==> src/rtl/sfseq_pkg.sv <==
package sfseq_pkg;
    localparam int CODE_W  = 3;
    localparam int CYC_W   = 5;
    localparam int PH_BITS = 16;

    localparam logic [2:0] A_SLOT1  = 3'd0;
    localparam logic [2:0] A_SLOT2  = 3'd1;
    localparam logic [2:0] A_ACFG   = 3'd2;
    localparam logic [2:0] A_ADDR   = 3'd3;
    localparam logic [2:0] A_LIST   = 3'd4;
    localparam logic [2:0] A_CFG    = 3'd5;
    localparam logic [2:0] A_STATUS = 3'd6;

    typedef enum logic [CODE_W-1:0] {
        INS_STOP = 3'd0,
        INS_CMD1 = 3'd1,
        INS_CMD2 = 3'd2,
        INS_ADD1 = 3'd3,
        INS_ADD2 = 3'd4
    } ins_e;

    typedef struct packed {
        logic             rel;
        logic [CYC_W-1:0] cyc;
        logic [7:0]       opc;
    } slot_t;

    typedef struct packed {
        logic             rel2;
        logic [CYC_W-1:0] cyc2;
        logic [CYC_W-1:0] cyc1;
    } acfg_t;
endpackage

==> src/rtl/sfseq_regs.sv <==
module sfseq_regs
    import sfseq_pkg::*;
#(
    parameter int LIST_DEPTH = 8,
    localparam int LIST_W = LIST_DEPTH * CODE_W
) (
    input  logic              clk,
    input  logic              rst_n,
    input  logic              reg_we,
    input  logic [2:0]        reg_addr,
    input  logic [31:0]       reg_wdata,
    output logic [31:0]       reg_rdata,
    input  logic              busy,
    output logic              start,
    output slot_t             slot1,
    output slot_t             slot2,
    output acfg_t             acfg,
    output logic [31:0]       addr,
    output logic [LIST_W-1:0] list,
    output logic              rel_end
);
    typedef struct packed {
        slot_t             s1;
        slot_t             s2;
        logic [1:0]        pads1;
        logic [1:0]        pads2;
        acfg_t             ac;
        logic [31:0]       adr;
        logic [LIST_W-1:0] lst;
        logic              pad1;
        logic              rnw;
        logic              rel_end;
    } regs_t;

    regs_t r_d, r_q;

    function automatic logic [31:0] slot_word(slot_t s, logic [1:0] pads);
        return {11'd0, s.rel, 2'd0, pads, 3'd0, s.cyc, s.opc};
    endfunction

    always_comb begin
        r_d   = r_q;
        start = 1'b0;
        if (reg_we && !busy) begin
            case (reg_addr)
                A_SLOT1: begin
                    r_d.s1    = '{rel: reg_wdata[20], cyc: reg_wdata[12:8], opc: reg_wdata[7:0]};
                    r_d.pads1 = reg_wdata[17:16];
                end
                A_SLOT2: begin
                    r_d.s2    = '{rel: reg_wdata[20], cyc: reg_wdata[12:8], opc: reg_wdata[7:0]};
                    r_d.pads2 = reg_wdata[17:16];
                end
                A_ACFG: r_d.ac  = '{rel2: reg_wdata[16], cyc2: reg_wdata[12:8], cyc1: reg_wdata[4:0]};
                A_ADDR: r_d.adr = reg_wdata;
                A_LIST: r_d.lst = reg_wdata[LIST_W-1:0];
                A_CFG: begin
                    r_d.pad1    = reg_wdata[0];
                    r_d.rnw     = reg_wdata[1];
                    r_d.rel_end = reg_wdata[2];
                    start       = reg_wdata[3];
                end
                default: ;
            endcase
        end
    end

    always_comb begin
        reg_rdata = 32'd0;
        case (reg_addr)
            A_SLOT1:  reg_rdata = slot_word(r_q.s1, r_q.pads1);
            A_SLOT2:  reg_rdata = slot_word(r_q.s2, r_q.pads2);
            A_ACFG:   reg_rdata = {15'd0, r_q.ac.rel2, 3'd0, r_q.ac.cyc2, 3'd0, r_q.ac.cyc1};
            A_ADDR:   reg_rdata = r_q.adr;
            A_LIST:   reg_rdata = {{(32-LIST_W){1'b0}}, r_q.lst};
            A_CFG:    reg_rdata = {29'd0, r_q.rel_end, r_q.rnw, r_q.pad1};
            A_STATUS: reg_rdata = {27'd0, !busy, 4'd0};
            default:  reg_rdata = 32'd0;
        endcase
    end

    always_ff @(posedge clk or negedge rst_n) begin
        if (!rst_n) r_q <= '0;
        else        r_q <= r_d;
    end

    assign slot1   = r_q.s1;
    assign slot2   = r_q.s2;
    assign acfg    = r_q.ac;
    assign addr    = r_q.adr;
    assign list    = r_q.lst;
    assign rel_end = r_q.rel_end;
endmodule

==> src/rtl/sfseq_sequencer.sv <==
module sfseq_sequencer
    import sfseq_pkg::*;
#(
    parameter int LIST_DEPTH = 8,
    localparam int LIST_W = LIST_DEPTH * CODE_W,
    localparam int IDX_W  = $clog2(LIST_DEPTH + 1)
) (
    input  logic               clk,
    input  logic               rst_n,
    input  logic               start,
    input  slot_t              slot1,
    input  slot_t              slot2,
    input  acfg_t              acfg,
    input  logic [31:0]        addr,
    input  logic [LIST_W-1:0]  list,
    input  logic               rel_end_cfg,
    input  logic               done,
    input  logic               gap_busy,
    output logic               busy,
    output logic               load,
    output logic [PH_BITS-1:0] load_word,
    output logic [CYC_W-1:0]   load_bits,
    output logic               load_rel,
    output logic               end_rel
);
    typedef enum logic [1:0] {S_IDLE, S_DECODE, S_SHIFT} st_e;

    typedef struct packed {
        st_e              st;
        logic [IDX_W-1:0] idx;
    } seq_t;

    seq_t s_d, s_q;
    logic [CODE_W-1:0] code;
    logic              is_end;

    function automatic logic [CYC_W-1:0] sat_bits(logic [CYC_W-1:0] c);
        return (c > CYC_W'(PH_BITS)) ? CYC_W'(PH_BITS) : c;
    endfunction

    always_comb begin
        code = INS_STOP;
        for (int i = 0; i < LIST_DEPTH; i++) begin
            if (s_q.idx == IDX_W'(i)) code = list[i*CODE_W +: CODE_W];
        end
    end

    always_comb begin
        is_end    = 1'b0;
        load_word = '0;
        load_bits = '0;
        load_rel  = 1'b0;
        case (code)
            INS_CMD1: begin
                load_bits = sat_bits(slot1.cyc);
                load_word = {slot1.opc, 8'h00};
                load_rel  = slot1.rel;
            end
            INS_CMD2: begin
                load_bits = sat_bits(slot2.cyc);
                load_word = {slot2.opc, 8'h00};
                load_rel  = slot2.rel;
            end
            INS_ADD1: begin
                load_bits = sat_bits(acfg.cyc1);
                load_word = addr[31:16] << (CYC_W'(PH_BITS) - load_bits);
            end
            INS_ADD2: begin
                load_bits = sat_bits(acfg.cyc2);
                load_word = addr[15:0] << (CYC_W'(PH_BITS) - load_bits);
                load_rel  = acfg.rel2;
            end
            default: is_end = 1'b1;
        endcase
        if (s_q.idx == IDX_W'(LIST_DEPTH)) is_end = 1'b1;
    end

    always_comb begin
        s_d     = s_q;
        load    = 1'b0;
        end_rel = 1'b0;
        case (s_q.st)
            S_IDLE: begin
                if (start) begin
                    s_d.st  = S_DECODE;
                    s_d.idx = '0;
                end
            end
            S_DECODE: begin
                if (is_end) begin
                    end_rel = rel_end_cfg;
                    s_d.st  = S_IDLE;
                end else if (load_bits == '0) begin
                    s_d.idx = s_q.idx + IDX_W'(1);
                end else if (!gap_busy) begin
                    load   = 1'b1;
                    s_d.st = S_SHIFT;
                end
            end
            S_SHIFT: begin
                if (done) begin
                    s_d.idx = s_q.idx + IDX_W'(1);
                    s_d.st  = S_DECODE;
                end
            end
            default: s_d.st = S_IDLE;
        endcase
    end

    always_ff @(posedge clk or negedge rst_n) begin
        if (!rst_n) s_q <= '{st: S_IDLE, idx: '0};
        else        s_q <= s_d;
    end

    assign busy = (s_q.st != S_IDLE);
endmodule

==> src/rtl/sfseq_shifter.sv <==
module sfseq_shifter
    import sfseq_pkg::*;
#(
    parameter int SCLK_HALF = 2,
    parameter int GAP_CLKS  = 8,
    localparam int PH_W  = $clog2(2 * SCLK_HALF),
    localparam int GAP_W = $clog2(GAP_CLKS + 1)
) (
    input  logic               clk,
    input  logic               rst_n,
    input  logic               load,
    input  logic [PH_BITS-1:0] load_word,
    input  logic [CYC_W-1:0]   load_bits,
    input  logic               load_rel,
    input  logic               end_rel,
    output logic               done,
    output logic               gap_busy,
    output logic               sclk,
    output logic               mosi,
    output logic               cs_n
);
    localparam logic [PH_W-1:0] PH_LAST = PH_W'(2 * SCLK_HALF - 1);
    localparam logic [PH_W-1:0] PH_RISE = PH_W'(SCLK_HALF - 1);

    typedef struct packed {
        logic               active;
        logic [PH_W-1:0]    ph;
        logic [CYC_W-1:0]   cnt;
        logic [PH_BITS-1:0] sh;
        logic               rel;
        logic               cs_n;
        logic               sclk;
        logic               mosi;
        logic [GAP_W-1:0]   gap;
    } sh_t;

    sh_t h_d, h_q;

    always_comb begin
        h_d  = h_q;
        done = h_q.active && (h_q.ph == PH_LAST) && (h_q.cnt == CYC_W'(1));
        if (h_q.gap != '0) h_d.gap = h_q.gap - GAP_W'(1);
        if (load) begin
            h_d.active = 1'b1;
            h_d.ph     = '0;
            h_d.cnt    = load_bits;
            h_d.mosi   = load_word[PH_BITS-1];
            h_d.sh     = load_word << 1;
            h_d.sclk   = 1'b0;
            h_d.cs_n   = 1'b0;
            h_d.rel    = load_rel;
        end else if (h_q.active) begin
            if (h_q.ph == PH_LAST) begin
                h_d.ph   = '0;
                h_d.sclk = 1'b0;
                if (h_q.cnt == CYC_W'(1)) begin
                    h_d.active = 1'b0;
                    h_d.mosi   = 1'b0;
                    if (h_q.rel) begin
                        h_d.cs_n = 1'b1;
                        h_d.gap  = GAP_W'(GAP_CLKS);
                    end
                end else begin
                    h_d.cnt  = h_q.cnt - CYC_W'(1);
                    h_d.mosi = h_q.sh[PH_BITS-1];
                    h_d.sh   = h_q.sh << 1;
                end
            end else begin
                h_d.ph   = h_q.ph + PH_W'(1);
                h_d.sclk = (h_q.ph >= PH_RISE);
            end
        end else if (end_rel && !h_q.cs_n) begin
            h_d.cs_n = 1'b1;
            h_d.gap  = GAP_W'(GAP_CLKS);
        end
    end

    always_ff @(posedge clk or negedge rst_n) begin
        if (!rst_n) begin
            h_q      <= '0;
            h_q.cs_n <= 1'b1;
        end else begin
            h_q <= h_d;
        end
    end

    assign gap_busy = (h_q.gap != '0);
    assign sclk     = h_q.sclk;
    assign mosi     = h_q.mosi;
    assign cs_n     = h_q.cs_n;
endmodule

==> src/rtl/sflash_seq_engine.sv <==
module sflash_seq_engine
    import sfseq_pkg::*;
#(
    parameter int LIST_DEPTH = 8,
    parameter int SCLK_HALF  = 2,
    parameter int GAP_CLKS   = 8
) (
    input  logic        clk,
    input  logic        rst_n,
    input  logic        reg_we,
    input  logic [2:0]  reg_addr,
    input  logic [31:0] reg_wdata,
    output logic [31:0] reg_rdata,
    output logic        spi_sclk,
    output logic        spi_cs_n,
    output logic        spi_mosi
);
    localparam int LIST_W = LIST_DEPTH * CODE_W;

    logic               seq_busy;
    logic               start;
    slot_t              slot1, slot2;
    acfg_t              acfg;
    logic [31:0]        addr;
    logic [LIST_W-1:0]  list;
    logic               rel_end;
    logic               done, gap_busy, load, load_rel, end_rel;
    logic [PH_BITS-1:0] load_word;
    logic [CYC_W-1:0]   load_bits;

    sfseq_regs #(.LIST_DEPTH(LIST_DEPTH)) u_regs (
        .clk(clk), .rst_n(rst_n), .reg_we(reg_we), .reg_addr(reg_addr),
        .reg_wdata(reg_wdata), .reg_rdata(reg_rdata), .busy(seq_busy),
        .start(start), .slot1(slot1), .slot2(slot2), .acfg(acfg),
        .addr(addr), .list(list), .rel_end(rel_end)
    );

    sfseq_sequencer #(.LIST_DEPTH(LIST_DEPTH)) u_seq (
        .clk(clk), .rst_n(rst_n), .start(start), .slot1(slot1), .slot2(slot2),
        .acfg(acfg), .addr(addr), .list(list), .rel_end_cfg(rel_end),
        .done(done), .gap_busy(gap_busy), .busy(seq_busy), .load(load),
        .load_word(load_word), .load_bits(load_bits), .load_rel(load_rel),
        .end_rel(end_rel)
    );

    sfseq_shifter #(.SCLK_HALF(SCLK_HALF), .GAP_CLKS(GAP_CLKS)) u_shift (
        .clk(clk), .rst_n(rst_n), .load(load), .load_word(load_word),
        .load_bits(load_bits), .load_rel(load_rel), .end_rel(end_rel),
        .done(done), .gap_busy(gap_busy), .sclk(spi_sclk), .mosi(spi_mosi),
        .cs_n(spi_cs_n)
    );
endmodule

==> config.mk <==
export PLATFORM = sky130hd
export DESIGN_NAME = sflash_seq_engine
export DESIGN_NICKNAME = d
export VERILOG_FILES = /design/src/rtl/sfseq_pkg.sv /design/src/rtl/sfseq_regs.sv /design/src/rtl/sfseq_sequencer.sv /design/src/rtl/sfseq_shifter.sv /design/src/rtl/sflash_seq_engine.sv
export SDC_FILE = /design/constraint.sdc
export NUM_CORES = 1
export LEC_CHECK = 0
export ABC_AREA = 1
export BUFFER_PORTS_ARGS = -buffer_cell sky130_fd_sc_hd__buf_2
export CORE_MARGIN = 3
export CORE_UTILIZATION = 35
export CTS_BUF_LIST = sky130_fd_sc_hd__clkbuf_4 sky130_fd_sc_hd__clkbuf_8
export CTS_CLUSTER_SIZE = 10
export DETAILED_ROUTE_END_ITERATION = 10
export SLEW_MARGIN = 20
export SYNTH_ARGS = -nofsm -noshare
export SYNTH_HDL_FRONTEND = slang
export SYNTH_SLANG_ARGS = --single-unit
==> constraint.sdc <==
create_clock -name clk -period 8.3 [get_ports clk]
set_clock_uncertainty 0.05 [all_clocks]
set_input_delay 0 -clock clk [delete_from_list [all_inputs] [get_ports clk]]
set_output_delay 0 -clock clk [all_outputs]
set_load 0.05 [all_outputs]
==> results.md <==
* Outcome: finished clean
* Net count, final at 1417
* Maximum VDD drop at 0.1714 mV
* Netlist Area Pre-Place at 8842 sq um
* Setup TNS at 0 ns
* First-pass GRT wire length at 46.43 mm
* Critical Path Source: u_seq.s_q[1]
* Worst Setup Start Kind: register
* Crit path cell chain: inv_1 -> ha_1 -> nor2_1 -> nand3_1 -> nand2_1 -> nand2_1 -> nand2_1 -> nand2_1 -> nand2_1 -> nand2_1 -> nand2_1 -> a21oi_1 -> nand4_1 -> nand2_1 -> clkinv_1 -> nand2_1 -> nor2_2 -> nand2_4 -> nand3_4 -> nand2_4 -> inv_4 -> nand2_1 -> nand2_1
* Async SR Flop Fraction at 100.0%
* Seq/Total Area, Yosys at 39.35%
* Layout cells sized above 1 at 10.17%
* Register area at 3480 sq um
* CP endpoint kind: register
* Number of fill cells in the layout at 2561
* Yosys cell types at 47
* Antenna diodes at 0
* Slowest-stage cell, CP: a21oi_1
* Power per cell area at 457.4 nW/um^2
* Slowest Stage Delay on Critical Path at 0.77 ns
* HP Class: input pin to asynchronous set/reset pin
* Top FF cell, synth: dfrtp_1
* Syn Area/Cell at 6.876 sq um
* Vias in the first global route at 8174
* Slew of the pin with the lowest slew margin at 1.113 ns
* CTS tree: yes
* Die X at 164.9 um
* Core region area at 24600 sq um
* Max Clock Freq at 250.1 MHz
* Die H at 164.9 um
* Reg-to-reg startpoint: u_seq.s_q[1]
* Syn Inst Count at 1286
* Clock Root Buffer: clkbuf_8
* Final setup fails at 0
* Number of clock sinks at 139
* Via Count at 8722
* Port bufs at 72
* CP most frequent cell: nand2_1
* Initial antenna violation count at 0
* Nets in the synthesized netlist at 1339
* Layout area overhead at 15.48%
* Worst Path Required at 8.61 ns
* WL/cell at 17.42 um
* Minimum clock period at 3.999 ns
* Clk slew on worst S/H paths at 0.10 ns
* Residual DRC count at 0
* GPL Wtd Cong at 0.9405
* DPL Wire Length at 22.00 mm
* Hold Buf Count CTS at 36
* CP Max Fanout at 32
* Cells resized by post-CTS repair at 0
* Dpl ws at 4.371 ns
* Total congestion overflow at 0
* Final WL at 29.63 mm
* H-Tree Depth at 4
* Largest net degree at the start of global routing at 78
* Top cells by area, synth: dfrtp_1 (39%), nand2_1 (18%), o21ai_0 (9.9%), inv_1 (7.3%), nor2_1 (3.0%)
* Post-synth top area share at 39.05%
* LEAKAGE at 5.278 nW
* Die area at 27210 sq um
* GRT Total Usage at 22.32%
* Final worst slack at 4.301 ns
* DRT iter0 DRCs at 796
* Multi-input logic area at 4446 sq um
* Critical path arrival at 4.30 ns
* Post-CTS Setup Bufs at 0
* Max_cap viols at 0
* Worst Reg-to-Reg Cells at 23
* Crit path kind: register to register
* Max-slew violation count at 0
* Fin crit share at 48.18%
* Std-Cell Rows at 57
* Num ports at 73
* Initial Util at 35.94%
* Warnings from Yosys at 0
* FF-to-FF setup slack at 4.30 ns
* Number of synthesized flops with an enable pin at 0
* CTS buffer count at 17
* RSZ-0062 raised after global routing: no
* Critical R2R Capture: u_shift.h_q[14]
* Vias/cell at 5.128
* Final ANT Viol Nets at 0
* CTS max path bufs at 2
* Synth Register Bits at 139
* Top cell type by total area after synthesis: dfrtp_1
* Final hold vios at 0
* DRT Pass-1 Iters at 5
* Slew margin rel. at 25.62%
* Clock latency on the worst-skew pair at 0.47 ns
==> cell usage in the layout (no fill, tap or decap), types with 2 or more instances in the layout <==
master         synthesis  routed
o2111ai_1              8       8
nand3b_1               3       3
xnor2_1                2       2
nor3_1                10      10
inv_6                  0       4
nand2_4                3       3
inv_2                  4       4
a21oi_1               24      24
dlygate4sd3_1          0      36
o221ai_1               3       3
nor2_4                 2       2
nor2_1                71      71
clkbuf_8               0      17
mux2i_1                6       6
o211ai_1              11      11
ha_1                  15      15
nand3_1               52      52
a221oi_1               9       9
o21a_1                 2       2
buf_4                  3       8
buf_2                  6      71
xor2_1                 9       9
o21ai_0              175     175
nand2_2                5       7
nand4_1               38      38
dfrtp_1              138     138
o21ai_1                5       5
a221o_1                2       2
inv_8                  0       5
nand2_1              418     416
inv_1                171     171
o22ai_1               24      24
nor2_2                 4       4
clkinv_4               0       2
bufinv_16              0       2
==> through the flow <==
| stage | power (mW) | utilization [%] | cells | cell area [sq um] | hold WS [ns] |
|---|---|---|---|---|---|
| final | 4.671 | 41.50 | 1701 | 10210 | 0.05500 |
| after global routing | 5.068 | 41.50 | 1701 | 10210 | 0.1240 |
| after CTS | 4.639 | 41.49 | 1701 | 10210 | 0.09325 |
| after detailed placement | 3.998 | 38.29 | 1633 | 9422 | 0.02063 |
| after global placement | 4.002 | 38.29 | 1633 | 9422 | 0.02142 |
| after floorplan | 3.229 | - | 1286 | 8842 | -0.3456 |
==> per-layer routing <==
metal  vias to the layer above  track usage (%)  routed length [um]
li1                       4329                -                   -
met4                         0            7.053                 696
met2                       278            35.48               13630
met1                      4072            30.71               13550
met5                         -                0                   0
met3                        43            4.314                1750
==> critical path: cells and delay by family (launching register included) <==
kind,cells,cell delay [ns]
buf+inv,3,0.30
fa+ha+maj,1,0.29
flops,1,0.45
compound gates,1,0.77
simple gates,18,2.02
==> sequential cells by signal (all words and copies together) (netlist names) <==
register and flops:
u_regs.acfg 11, u_regs.addr 32, u_regs.list 24, u_regs.r_q 6, u_regs.rel_end 1, u_regs.slot1 14, u_regs.slot2 14, u_seq.s_q 6
u_shift.cs_n 1, u_shift.h_q 28, u_shift.mosi 1, u_shift.sclk 1
==> worst max path at each step <==
stage / end / depth (start not counted)
2_1_floorplan: u_shift.mosi / 16
3_5_place_dp: u_shift.h_q[27] / 23
3_3_place_gp: u_shift.h_q[27] / 23
4_1_cts: u_shift.h_q[12] / 23
6_report: u_shift.h_q[14] / 23
5_1_grt: u_shift.h_q[11] / 21
==> synthesized netlist by cell type (4+ instances only) <==
cell / number
xor2_1: 9
o22ai_1: 24
nand4_1: 38
buf_2: 6
o21ai_0: 175
ha_1: 15
dfrtp_1: 138
nand2_2: 5
a221oi_1: 9
nand2_1: 418
nor2_2: 4
o2111ai_1: 8
o21ai_1: 5
mux2i_1: 6
a21oi_1: 24
inv_2: 4
nor2_1: 71
o211ai_1: 11
clkbuf_1: 43
inv_1: 171
nand3_1: 52
nor3_1: 10
==> area by class of cell <==
| class | count | area share (%) |
|---|---|---|
| Clock buffer | 17 | 2.291 |
| Clock inverter | 15 | 1.887 |
| Inverter | 177 | 6.531 |
| Multi-Input combinational cell | 913 | 43.54 |
| Sequential cell | 139 | 34.08 |
| Tap cell | 324 | 3.970 |
| Timing Repair Buffer | 116 | 7.707 |
==> kinds of logic after synthesis <==
group	Yosys count	share of synthesized area, %
and+or+nand+nor	612	29.12
AOI/OAI and AO/OA	269	17.21
buffers and inverters	234	10.43
DFF	139	39.35
adders and majority gates	15	2.123
xor gates and xnor gates	11	1.090
muxes	6	0.6792
==> report_power, final <==
group | total (mW) | internal, mW | switching (mW)
Clock | 0.616 | 0.284 | 0.332
Sequential | 1.26 | 0.967 | 0.291
Combinational | 2.80 | 0.810 | 1.99
Total | 4.67 | 2.06 | 2.61
Power figures use the tool's default switching activity.
